### config.mk
export PLATFORM = sky130hd
export DESIGN_NAME = shift_add_mult
export DESIGN_NICKNAME = d
export VERILOG_FILES = /design/src/rtl/shift_add_mult.sv
export SDC_FILE = /design/constraint.sdc
export NUM_CORES = 1
export LEC_CHECK = 0
export BUFFER_PORTS_ARGS = -buffer_cell sky130_fd_sc_hd__buf_2
export CORE_MARGIN = 2
export CORE_UTILIZATION = 25
export CTS_CLUSTER_SIZE = 24
export DETAILED_ROUTE_END_ITERATION = 12
export SETUP_SLACK_MARGIN = 0.15
export SLEW_MARGIN = 20
export SYNTH_ARGS = -nofsm -noshare
export SYNTH_HDL_FRONTEND = slang
export SYNTH_SLANG_ARGS = --single-unit
### constraint.sdc
create_clock -name clk -period 9.35 [get_ports clk]
set_input_delay 1.4025 -clock clk [delete_from_list [all_inputs] [get_ports clk]]
set_output_delay 1.4025 -clock clk [all_outputs]
set_load 0.02 [all_outputs]
### src/rtl/shift_add_mult.sv
module shift_add_mult #(
  parameter int WIDTH = 16,
  parameter int ROWS  = 4
) (
  input  logic                 clk,
  input  logic                 rst_n,
  input  logic                 start,
  input  logic [WIDTH-1:0]     op_a,
  input  logic [WIDTH-1:0]     op_b,
  output logic                 done,
  output logic [2*WIDTH-1:0]   product
);
  localparam int ITERS = WIDTH / ROWS;
  localparam int CNTW  = $clog2(ITERS) + 1;
  localparam int PW    = 2 * WIDTH;

  typedef enum logic [1:0] {S_IDLE, S_RUN, S_FIX} st_t;

  st_t              st;
  logic             idle;
  logic             accept;
  logic             last_iter;
  logic [WIDTH-1:0] a_q, b_q, lo_q;
  logic             b_sign_q;
  logic [WIDTH:0]   s_q, c_q;
  logic [CNTW-1:0]  cnt_q;

  logic [WIDTH:0]   s_w [ROWS+1];
  logic [WIDTH:0]   c_w [ROWS+1];
  logic [ROWS-1:0]  out_w;
  logic [WIDTH-1:0] hi_w;
  logic [PW-1:0]    fixed_w;

  assign idle      = (st == S_IDLE);
  assign accept    = start && idle;
  assign last_iter = (cnt_q == CNTW'(ITERS - 1));

  assign s_w[0] = s_q;
  assign c_w[0] = c_q;

  for (genvar j = 0; j < ROWS; j++) begin : g_row
    logic             neg_row;
    logic [WIDTH-1:0] pick;
    logic [WIDTH:0]   z, sum, maj;
    assign neg_row = last_iter && (j == ROWS - 1);
    assign pick    = b_q[j] ? (neg_row ? ~a_q : a_q) : '0;
    assign z       = {1'b0, pick ^ {1'b1, {(WIDTH-1){1'b0}}}};
    assign sum     = s_w[j] ^ c_w[j] ^ z;
    assign maj     = (s_w[j] & c_w[j]) | (s_w[j] & z) | (c_w[j] & z);
    assign out_w[j]  = sum[0];
    assign s_w[j+1]  = {1'b0, sum[WIDTH:1]};
    assign c_w[j+1]  = maj;
  end

  assign hi_w    = s_q[WIDTH-1:0] + c_q[WIDTH-1:0];
  assign fixed_w = {hi_w, lo_q}
                 + {1'b1, {(PW-1){1'b0}}}
                 + (b_sign_q ? (PW'(1) << WIDTH) : (PW'(1) << (WIDTH - 1)));

  always_ff @(posedge clk or negedge rst_n) begin
    if (!rst_n) begin
      st       <= S_IDLE;
      a_q      <= '0;
      b_q      <= '0;
      lo_q     <= '0;
      b_sign_q <= 1'b0;
      s_q      <= '0;
      c_q      <= '0;
      cnt_q    <= '0;
      done     <= 1'b0;
      product  <= '0;
    end else begin
      done <= 1'b0;
      case (st)
        S_IDLE: if (accept) begin
          a_q      <= op_a;
          b_q      <= op_b;
          b_sign_q <= op_b[WIDTH-1];
          s_q      <= '0;
          c_q      <= '0;
          lo_q     <= '0;
          cnt_q    <= '0;
          st       <= S_RUN;
        end
        S_RUN: begin
          s_q   <= s_w[ROWS];
          c_q   <= c_w[ROWS];
          lo_q  <= {out_w, lo_q[WIDTH-1:ROWS]};
          b_q   <= b_q >> ROWS;
          cnt_q <= cnt_q + 1'b1;
          if (last_iter) st <= S_FIX;
        end
        S_FIX: begin
          product <= fixed_w;
          done    <= 1'b1;
          st      <= S_IDLE;
        end
        default: st <= S_IDLE;
      endcase
    end
  end
endmodule

==> key figures, run 1 <==
Run status
  • Outcome: completed

STA
  • Tcrit/Tclk final: 34.8%
  • Hold Fails Final Rpt: 0
  • Achievable frequency: just over 300 MHz
  • Worst Max-Slew Pin Slew: a little over 800 ps
  • Clock skew: roughly 6.6 ps
  • RSZ-0062 raised after global routing: no
  • Max-slew headroom: a little under half
  • Min Tclk post-route: between 3000 and 4000 ps
  • Fin Setup TNS: 0 ps
  • Final setup vio count: 0
  • Final WS setup: 6100 ps
  • Number of max-slew violations in the final report: 0

Layout
  • Filler Cells Inserted: between 3000 and 4000
  • Post-Route Utilization: between 20% and 30%
  • Area Overhead vs Synth: 17.7%
  • Layout cell share with drive strength beyond 1: between 10% and 20%
  • FF/Latch Area: a little under 3000 sq um
  • Post-route insts no fill: roughly 1200
  • Layout Nets: 883
  • Antenna diode count: 0
  • Final std cell area, no fill: around 8800 sq um
  • Area of the multi-input gates: just over 4000 sq um

Floorplan
  • Num ports: 68
  • Site row count: 63
  • Die area: 31100 sq um
  • Core area: a little under 30000 sq um
  • Die Height: around 180 microns
  • Initial Util: 25.2%
  • Die width: 176 microns

Worst setup path
  • CP max stage delay: ~570 ps
  • Req. time, crit path: 9650 ps
  • CP endpoint kind: register
  • R2R depth: 8
  • Setup CP Type: register to register
  • Critical-path cell list: and2_1 -> fa_1 -> inv_1 -> fa_1 -> inv_1 -> fa_1 -> fa_1 -> a22o_1
  • Most Frequent Cell on Critical Path: fa_1
  • Arr. time, crit path: 3550 ps
  • Crit-path max FO: 17
  • Buffers & Inverters on Critical Path: 2
  • Slowest cell on crit path: dfrtp_1
  • Cell family with the largest share of critical-path delay: adder cells
  • Worst R2R Setup Slack: ~6000 ps
  • Critical Path Source Type: register
  • Worst R2R End: s_q[10]
  • R2R Path Start: b_q[0]

Synthesis
  • Cells after Synth: just over 700
  • Synth async-reset ratio: 100%
  • Synth Cell Area: ~7400 sq um
  • Avg Inst Size Synth: about 11 sq um
  • Post-synth EDFFs: 0
  • Top_reg_cell synth: dfrtp_1
  • Synth unique cells: 53
  • Synth Warn #: 0
  • Syn nets: 824
  • Seq cells post-synth: 118
  • Sequential-to-total area share from yosys stat: roughly two fifths

Power and ir drop
  • Clock network power share: between 15 and 20%
  • Power per cell area: between 400 and 500 nW/um^2
  • Switching pwr: about 0.0016 W
  • Max VDD drop: between 150 and 200 uV
  • Internal: 0.00208 W
  • Sequential share of power: a little over a quarter
  • Leak pwr: about 4.3 nW
  • Net Sw Frac: ~43%
  • Gate power share: approximately 56%

Clock network
  • CTS Buffer Depth: 2
  • CTS tree: built
  • Clock root buffer: clkbuf_16
  • CTS buffer count: 17
  • # resized after CTS: 0
  • CTS Hold Bufs: 0
  • Clk slew on worst S/H paths: about 60 ps
  • Clock Latency Late Sink: roughly 420 ps
  • Post-CTS Setup Inserts: 0
  • Clock sinks: between 100 and 150
  • Depth of the CTS H-tree: 4

Place
  • Final HPWL DP: between 10 and 15 mm
  • # port buffers: 67
  • Placer's final routability congestion estimate: 0.804
  • Worst slack, placed: around 6000 ps
  • Post-DP Area: ~8200 sq um
  • DP Cell Count: ~1100

Detailed routing
  • Aggregate routed wire length: ~16 mm
  • Residual DRC: 0
  • Vias: between 5000 and 6000
  • Final ANT Viol Nets: 0
  • Vias per inst: around 4.3
  • Pre-Repair DR Iteration Count: 4
  • DR iter-0 viols: around 310
  • WL/cell: 13.8 microns

GRT
  • Initial antenna violation count: 0
  • First-pass GRT wire length: roughly 27 mm
  • Vias in the first global route: roughly 5000
  • Grt total ovfl: 0
  • Total GRT Usage: 11.2%
  • Largest net degree at the start of global routing: between 60 and 70

Worst hold path
  • Worst hold-check path type: register to register
  • Cell depth of the worst hold path: 2
  • HP Start: product[0]
  • WHS Endpoint: product[0]

Run
  • Max Cap Viol: 0
cells in the mapped netlist (2+ instances only):
cell type	count	share of area [%]
o21a_1	2	0.20
nand2b_1	2	0.17
clkbuf_1	29	1.5
xor2_1	24	2.8
o21ai_0	31	2.1
a31oi_1	2	0.17
nand2_2	2	0.17
fa_1	62	17
nor3_1	7	0.47
or2_2	3	0.25
and2_1	47	4.0
nor2_1	21	1.1
or4_1	2	0.20
ha_1	23	3.9
o21bai_1	2	0.20
mux2i_1	13	1.8
a22o_1	50	5.9
nand3_1	7	0.47
dfrtp_1	118	40
nand2_1	117	5.9
a21oi_1	10	0.67
o211ai_1	4	0.40
a22oi_1	2	0.20
mux2_2	16	2.4
nand4_1	3	0.25
inv_1	61	3.1
nor4_1	2	0.17
xnor2_1	15	1.8
a21o_1	3	0.30
routing by layer:
metal	up-vias	routed length [microns]	share of wire, %	track usage (%)
met1	2456	7950	49	16.2
met4	0	290	1.8	4.55
met3	15	637	4.0	1.98
li1	2461	-	-	-
met5	-	0	0	0
met2	85	7200	45	16.4
kinds of logic (layout without fill, tap and decap cells):
family          count (synthesis)  count (layout)  synth area share (%)
buf+inv                        93             164                  4.88
mux                            29              29                  4.17
xor+xnor                       40              40                  4.81
flops                         118             118                  39.7
simple gates                  221             221                  14.0
fa+ha+maj                      85              85                  20.6
compound gates                118             118                  11.8
registers in the layout, indices dropped and copies added, names as in the netlist:
name / flops
a_q: 16
b_q: 16
b_sign_q: 1
c_q: 16
cnt_q: 3
done: 1
lo_q: 16
product: 32
s_q: 15
st: 2
final cells by class:
cell class              instances  area share [%]
flip-flops and latches        118            33.7
inverters                      61            2.62
clock buffers                  18            4.90
repair buffers                 72            4.29
clock inverters                13            1.53
well taps                     390            5.57
multi-input cells             493            47.4
power groups by stage:
stage / sequential, W / clock (W) / combinational (W)
5_1_grt: 0.00103 / 0.000665 / 0.00237
4_1_cts: 0.000991 / 0.000640 / 0.00208
6_report: 0.000984 / 0.000628 / 0.00204
3_5_place_dp: 0.00100 / 0 / 0.00208
3_3_place_gp: 0.000994 / 0 / 0.00204
2_1_floorplan: 0.000970 / 0 / 0.00161
metrics by stage:
stage	power, W	hold WS, ps
after CTS	0.00371	472
after detailed placement	0.00307	458
after global routing	0.00407	492
after floorplan	0.00258	439
final	0.00365	466
after global placement	0.00303	453
cell usage in the layout (no fill, tap or decap), types with 3 or more instances in the layout:
| cell | synthesis | layout |
|---|---|---|
| dfrtp_1 | 118 | 118 |
| nand2_1 | 117 | 117 |
| buf_2 | 0 | 66 |
| fa_1 | 62 | 62 |
| inv_1 | 61 | 61 |
| a22o_1 | 50 | 50 |
| and2_1 | 47 | 47 |
| o21ai_0 | 31 | 31 |
| xor2_1 | 24 | 24 |
| ha_1 | 23 | 22 |
| nor2_1 | 21 | 21 |
| clkbuf_16 | 0 | 17 |
| mux2_2 | 16 | 16 |
| xnor2_1 | 15 | 15 |
| mux2i_1 | 13 | 13 |
| a21oi_1 | 10 | 10 |
| nor3_1 | 7 | 7 |
| nand3_1 | 7 | 7 |
| buf_4 | 0 | 6 |
| clkinv_2 | 0 | 5 |
| o211ai_1 | 4 | 4 |
| nand4_1 | 3 | 3 |
| a21o_1 | 3 | 3 |
| or2_2 | 3 | 3 |
| clkinvlp_4 | 0 | 3 |
how the worst max path moves through the flow:
| stage | startpoint | endpoint | slack (ps) | cells past startpoint |
|---|---|---|---|---|
| global route | b_q[0] | s_q[6] | 5920 | 8 |
| floorplan | b_q[0] | lo_q[15] | 6260 | 9 |
| CTS | b_q[0] | s_q[10] | 6060 | 8 |
| global placement | b_q[0] | s_q[6] | 6110 | 8 |
| finish | b_q[0] | s_q[10] | 6100 | 8 |
| detailed placement | b_q[0] | lo_q[15] | 6060 | 8 |
worst reg2reg max path: cells and delay by family (launching register included):
kind	cells	cell delay [ps]
fa+ha+maj	4	2000
simple gates	1	250
buf+inv	2	120
compound gates	1	200
flops	1	570
No activity file was read; power rests on OpenSTA's default activity.
==> run 2, diff against run 1 <==
==> constraint.sdc (replaced) <==
create_clock -name clk -period 3.32 [get_ports clk]
set_input_delay 0.498 -clock clk [delete_from_list [all_inputs] [get_ports clk]]
set_output_delay 0.498 -clock clk [all_outputs]
set_load 0.02 [all_outputs]
==> key figures, run 2 (synthesis gave the netlist of run 1 again) <==
Run status
  • Outcome: completed

Power and ir drop
  • Leak pwr: between 4 and 5 nW
  • Internal: 0.00606 W
  • Power per cell area: ~1200 nW/um^2
  • Net Sw Frac: between 40% and 50%
  • Gate power share: a little under three fifths
  • Max VDD drop: between 400 and 500 uV
  • Switching pwr: 0.00451 W
  • Clock network power share: ~18%
  • Sequential share of power: roughly 26%

STA
  • Tcrit/Tclk final: between 90% and 100%
  • RSZ-0062 raised after global routing: yes
  • Max-slew headroom: between 50% and 60%
  • Worst Max-Slew Pin Slew: ~740 ps
  • Final setup vio count: 0
  • Clock skew: between 9 and 10 ps
  • Achievable frequency: approximately 320 MHz
  • Number of max-slew violations in the final report: 0
  • Final WS setup: between 200 and 250 ps
  • Min Tclk post-route: approximately 3100 ps
  • Hold Fails Final Rpt: 0
  • Fin Setup TNS: 0 ps

Run
  • Max Cap Viol: 0

Worst setup path
  • Critical Path Source Type: register
  • Setup CP Type: register to register
  • Critical-path cell list: buf_4 -> and2_1 -> fa_1 -> inv_1 -> fa_1 -> inv_1 -> fa_1 -> fa_1 -> a22o_1
  • CP max stage delay: 530 ps
  • CP endpoint kind: register
  • Buffers & Inverters on Critical Path: 3
  • Slowest cell on crit path: fa_1
  • R2R Path Start: b_q[0]
  • Worst setup path start: b_q[0]
  • Arr. time, crit path: between 3000 and 4000 ps
  • Most Frequent Cell on Critical Path: fa_1
  • Req. time, crit path: around 3600 ps
  • Worst R2R Setup Slack: roughly 230 ps
  • Cell family with the largest share of critical-path delay: adder cells
  • Crit-path max FO: 7

GRT
  • M1 GR Usage: between 15 and 20%
  • GRT Max-Usage Layer: met2
  • Largest net degree at the start of global routing: 54
  • Grt total ovfl: 0
  • Initial antenna violation count: 0
  • Total GRT Usage: a little under an eighth
  • First-pass GRT wire length: between 20 and 30 mm
  • GR Layer Usage met3: approximately 2.4%
  • Met2 Use GR: approximately 18%
  • Vias in the first global route: approximately 5200

Floorplan
  • Die Height: between 150 and 200 microns
  • Core area: around 29000 sq um
  • Num ports: 68
  • Site row count: 63
  • Die width: approximately 180 microns
  • Initial Util: about a quarter
  • Die area: 31100 sq um

Detailed routing
  • WL/cell: approximately 14 microns
  • Pre-Repair DR Iteration Count: 4
  • Aggregate routed wire length: 16.9 mm
  • Vias per inst: 4.35
  • Final ANT Viol Nets: 0
  • Vias: approximately 5100
  • DR iter-0 viols: just over 200
  • Residual DRC: 0

Place
  • Final HPWL DP: 12.5 mm
  • # port buffers: between 60 and 70
  • Worst slack, placed: around 140 ps
  • Placer's final routability congestion estimate: 0.826
  • Post-DP Area: 8280 sq um

Clock network
  • Depth of the CTS H-tree: 4
  • Clock root buffer: clkbuf_16
  • CTS Buffer Depth: 2
  • CTS Hold Bufs: 0
  • CTS tree: built
  • Clk slew on worst S/H paths: approximately 60 ps
  • Clock Latency Late Sink: between 400 and 500 ps
  • CTS buffer count: 17
  • Clock sinks: 118

Layout
  • Final std cell area, no fill: about 8900 sq um
  • Reg with most FFs: product
  • Antenna diode count: 0
  • Most frequent cells in the layout: nand2_1 (117), dfrtp_1 (117), buf_2 (66)
  • Layout cell share with drive strength beyond 1: around 20%
  • Layout Nets: between 800 and 900
  • Max FFs per register: 32
  • Area Overhead vs Synth: 20.3%

Worst hold path
  • Worst hold-check path type: input port to asynchronous set/reset pin
[run 2: changes by cell type in the layout (fill, tap and decap cells not counted), moves of 2 or more]
cell / previous run / this run
buf_4: 6 / 17
a21oi_1: 10 / 8
a21oi_2: 0 / 2
clkbuf_1: 1 / 3
clkinv_2: 5 / 3
nand3_1: 7 / 5
nand3_2: 0 / 2
xnor2_1: 15 / 13
xnor2_2: 0 / 2
[run 2: worst paths after layout]
check / cells past startpoint / end
worst max-delay path: 9 / lo_q[15]
worst min-delay path: 1 / a_q[8]
worst max register to register: 9 / lo_q[15]
worst min register to register: 2 / product[5]
max in group asynchronous: 2 / product[13]
min in group clk: 2 / b_q[12]
[run 2: worst reg2reg max path, stage by stage, from the launching register on]
cell,delay (ps)
dfrtp_1,380
buf_4,160
and2_1,150
fa_1,500
inv_1,60
fa_1,530
inv_1,50
fa_1,460
fa_1,490
a22o_1,200
[run 2: metrics by stage]
step / total power, W / utilization [%] / hold WS (ps) / cells
6_report: 0.0106 / 30.3 / 120 / 1179
5_1_grt: 0.0117 / 30.3 / 152 / 1179
4_1_cts: 0.0107 / 30.2 / 132 / 1177
3_5_place_dp: 0.00882 / 28.1 / 461 / 1145
3_3_place_gp: 0.00863 / 28.1 / 452 / 1145
2_1_floorplan: 0.00727 / - / 202 / 704
[run 2: repair_timing]
action / CTS / global route
pin swaps: 0 / 22
setup endpoints to repair: 2 / 22
resized for setup: 2 / 8
hold endpoints to repair: 0 / 0
setup buffers: 0 / 2
[run 2: layout make-up]
cell class,count,area [sq um]
Fill cell,3070,20500
Multi-Input combinational cell,493,4190
Sequential cell,118,2950
Timing Repair Buffer,85,489
Tap cell,390,488
Clock buffer,20,437
Inverter,61,229
Clock inverter,12,154
[run 2: power groups by stage]
stage                     Combinational, W  Sequential (W)  Clock (W)
after CTS                          0.00611         0.00275    0.00189
after floorplan                    0.00454         0.00273          0
final                              0.00598         0.00273    0.00185
after global placement             0.00587         0.00276          0
after detailed placement           0.00605         0.00277          0
after global routing               0.00687         0.00284    0.00197
[run 2: layer usage]
metal	share of wire [%]	wire length, microns	vias to the layer above
met1	48	8140	2540
met2	47	8000	94
met5	0	0	-
met4	1.5	260	0
met3	3.2	546	14
li1	-	-	2485
==> run 3, diff against run 2 <==
--- a/config.mk
+++ b/config.mk
@@ -8,8 +8,10 @@
 export BUFFER_PORTS_ARGS = -buffer_cell sky130_fd_sc_hd__buf_2
 export CORE_MARGIN = 2
 export CORE_UTILIZATION = 25
+export CTS_CLUSTER_DIAMETER = 50
 export CTS_CLUSTER_SIZE = 24
 export DETAILED_ROUTE_END_ITERATION = 12
+export REMOVE_ABC_BUFFERS = 1
 export SETUP_SLACK_MARGIN = 0.15
 export SLEW_MARGIN = 20
 export SYNTH_ARGS = -nofsm -noshare
==> key figures, run 3 (synthesis gave the netlist of run 1 again) <==
STA
  • Clock skew: between 9 and 10 ps
  • Hold Fails Final Rpt: 0
  • Number of max-slew violations in the final report: 0
  • RSZ-0062 raised after global routing: yes
  • Worst Max-Slew Pin Slew: between 800 and 900 ps
  • Max-slew headroom: a little under half
  • Final setup vio count: 0
  • Min Tclk post-route: around 3100 ps
  • Tcrit/Tclk final: between 90% and 100%
  • Hold_ws: 156 ps
  • Achievable frequency: 322 MHz

Worst setup path
  • Req. time, crit path: approximately 3600 ps
  • CP endpoint kind: register
  • Setup CP Type: register to register
  • Critical Path Source Type: register
  • Arr. time, crit path: between 3000 and 4000 ps
  • Crit-path max FO: 6

Detailed routing
  • Pre-Repair DR Iteration Count: 4
  • WL/cell: between 10 and 15 microns
  • Residual DRC: 0
  • Vias per inst: between 4 and 5
  • DR iter-0 viols: just over 300
  • Vias: about 5100
  • Aggregate routed wire length: 17.1 mm
  • Final ANT Viol Nets: 0

Run
  • Max Cap Viol: 0

GRT
  • First-pass GRT wire length: between 20 and 30 mm
  • Total GRT Usage: between 10% and 20%
  • Grt total ovfl: 0
  • Vias in the first global route: ~5300
  • Initial antenna violation count: 0
  • Largest net degree at the start of global routing: 80

Layout
  • Layout Nets: between 900 and 1000
  • Antenna diode count: 0
  • Max FFs per register: 32
  • Most frequent cells in the layout: nand2_1 (117), dfrtp_1 (117), buf_2 (66)
  • Post-Route Utilization: ~31%
  • Reg with most FFs: product
  • Layout cell share with drive strength beyond 1: between 20 and 25%
  • Area Overhead vs Synth: 21.6%

Clock network
  • Clock root buffer: clkbuf_16
  • CTS Buffer Depth: 2
  • Depth of the CTS H-tree: 4
  • CTS Hold Bufs: 0
  • CTS tree: built
  • Clock sinks: ~120
  • Clk slew on worst S/H paths: about 70 ps
  • CTS buffer count: 17
  • Clock Latency Late Sink: 420 ps

Power and ir drop
  • Max VDD drop: approximately 470 uV
  • Power per cell area: ~1200 nW/um^2
  • Leak pwr: about 4.5 nW

Place
  • Placer's final routability congestion estimate: 0.805
  • # port buffers: 67
  • Final HPWL DP: 12.4 mm

Floorplan
  • Initial Util: ~25%
  • Die area: 31100 sq um
  • Die width: 176 microns
  • Core area: approximately 29000 sq um
  • Num ports: between 60 and 70
  • Die Height: around 180 microns
  • Site row count: 63

Run status
  • Outcome: completed

Worst hold path
  • Worst hold-check path type: input port to asynchronous set/reset pin
==> run 3: cell types whose count changed in the layout (fill, tap and decap cells not counted), moves of 3 or more <==
cell | before | now
buf_4 | 17 | 28
inv_8 | 0 | 6
bufinv_16 | 3 | 0
clkbuf_1 | 3 | 0
clkinv_2 | 3 | 0
inv_6 | 1 | 4
==> run 3: critical path, stage by stage, from the launching register on <==
cell     delay [ps]
dfrtp_2         440
buf_12          140
and2_1          140
fa_1            480
inv_1            60
fa_1            530
inv_1            50
fa_1            540
fa_1            410
a22o_1          200
==> run 3: power breakdown <==
part	internal, W	leakage, nW	switching (W)	total (W)
clock network	0.00101	0.282	0.000809	0.00182
logic	0.00285	2.67	0.00323	0.00608
registers	0.00210	1.50	0.000620	0.00272
total	0.00595	4.46	0.00466	0.0106
==> run 3: final timing paths <==
path                             from           to  slack (ps)  depth (start not counted)
hold / removal                  rst_n      a_q[10]         160                          1
hold reg to reg            product[7]   product[7]         470                          2
setup reg to reg               b_q[0]       s_q[4]         220                          9
min in group clk             op_b[12]      b_q[12]         290                          2
setup / recovery               b_q[0]       s_q[4]         220                          9
max in group asynchronous       rst_n  product[11]        2330                          2
==> run 3: per-layer routing <==
metal,vias to the layer above,part of all wire (%),global-route usage [%]
met5,-,0,0
li1,2506,-,-
met3,16,3.5,2.43
met1,2493,50,16.9
met2,93,45,17.7
met4,0,1.4,4.06
==> run 3: repair_timing <==
action                                 CTS  global route
endpoints found under the hold margin    0             0
gates resized for setup                  2            14
setup buffers                            1             8
setup endpoints to repair               25            29
pin swaps                                1            31
==> run 3: metrics by stage <==
| step | TNS (ps) | cells | worst slack (ps) | instance area [sq um] | total power [W] |
|---|---|---|---|---|---|
| after floorplan | -17720 | 672 | -361 | 7300 | 0.00722 |
| after global placement | 0 | 1150 | 92.5 | 8320 | 0.00866 |
| after detailed placement | 0 | 1150 | 37.9 | 8320 | 0.00882 |
| after CTS | 0 | 1183 | 151 | 8920 | 0.0107 |
| after global routing | 0 | 1191 | 123 | 9040 | 0.0118 |
| final | 0 | 1191 | 218 | 9040 | 0.0106 |
==> run 3: final cells by class <==
class / count / area [sq um]
tap: 390 / 488
sequential: 118 / 2950
clock inverter: 15 / 159
timing repair buffer: 97 / 592
fill: 3084 / 20400
multi-input combinational: 493 / 4190
clock buffer: 17 / 425
inverter: 61 / 229
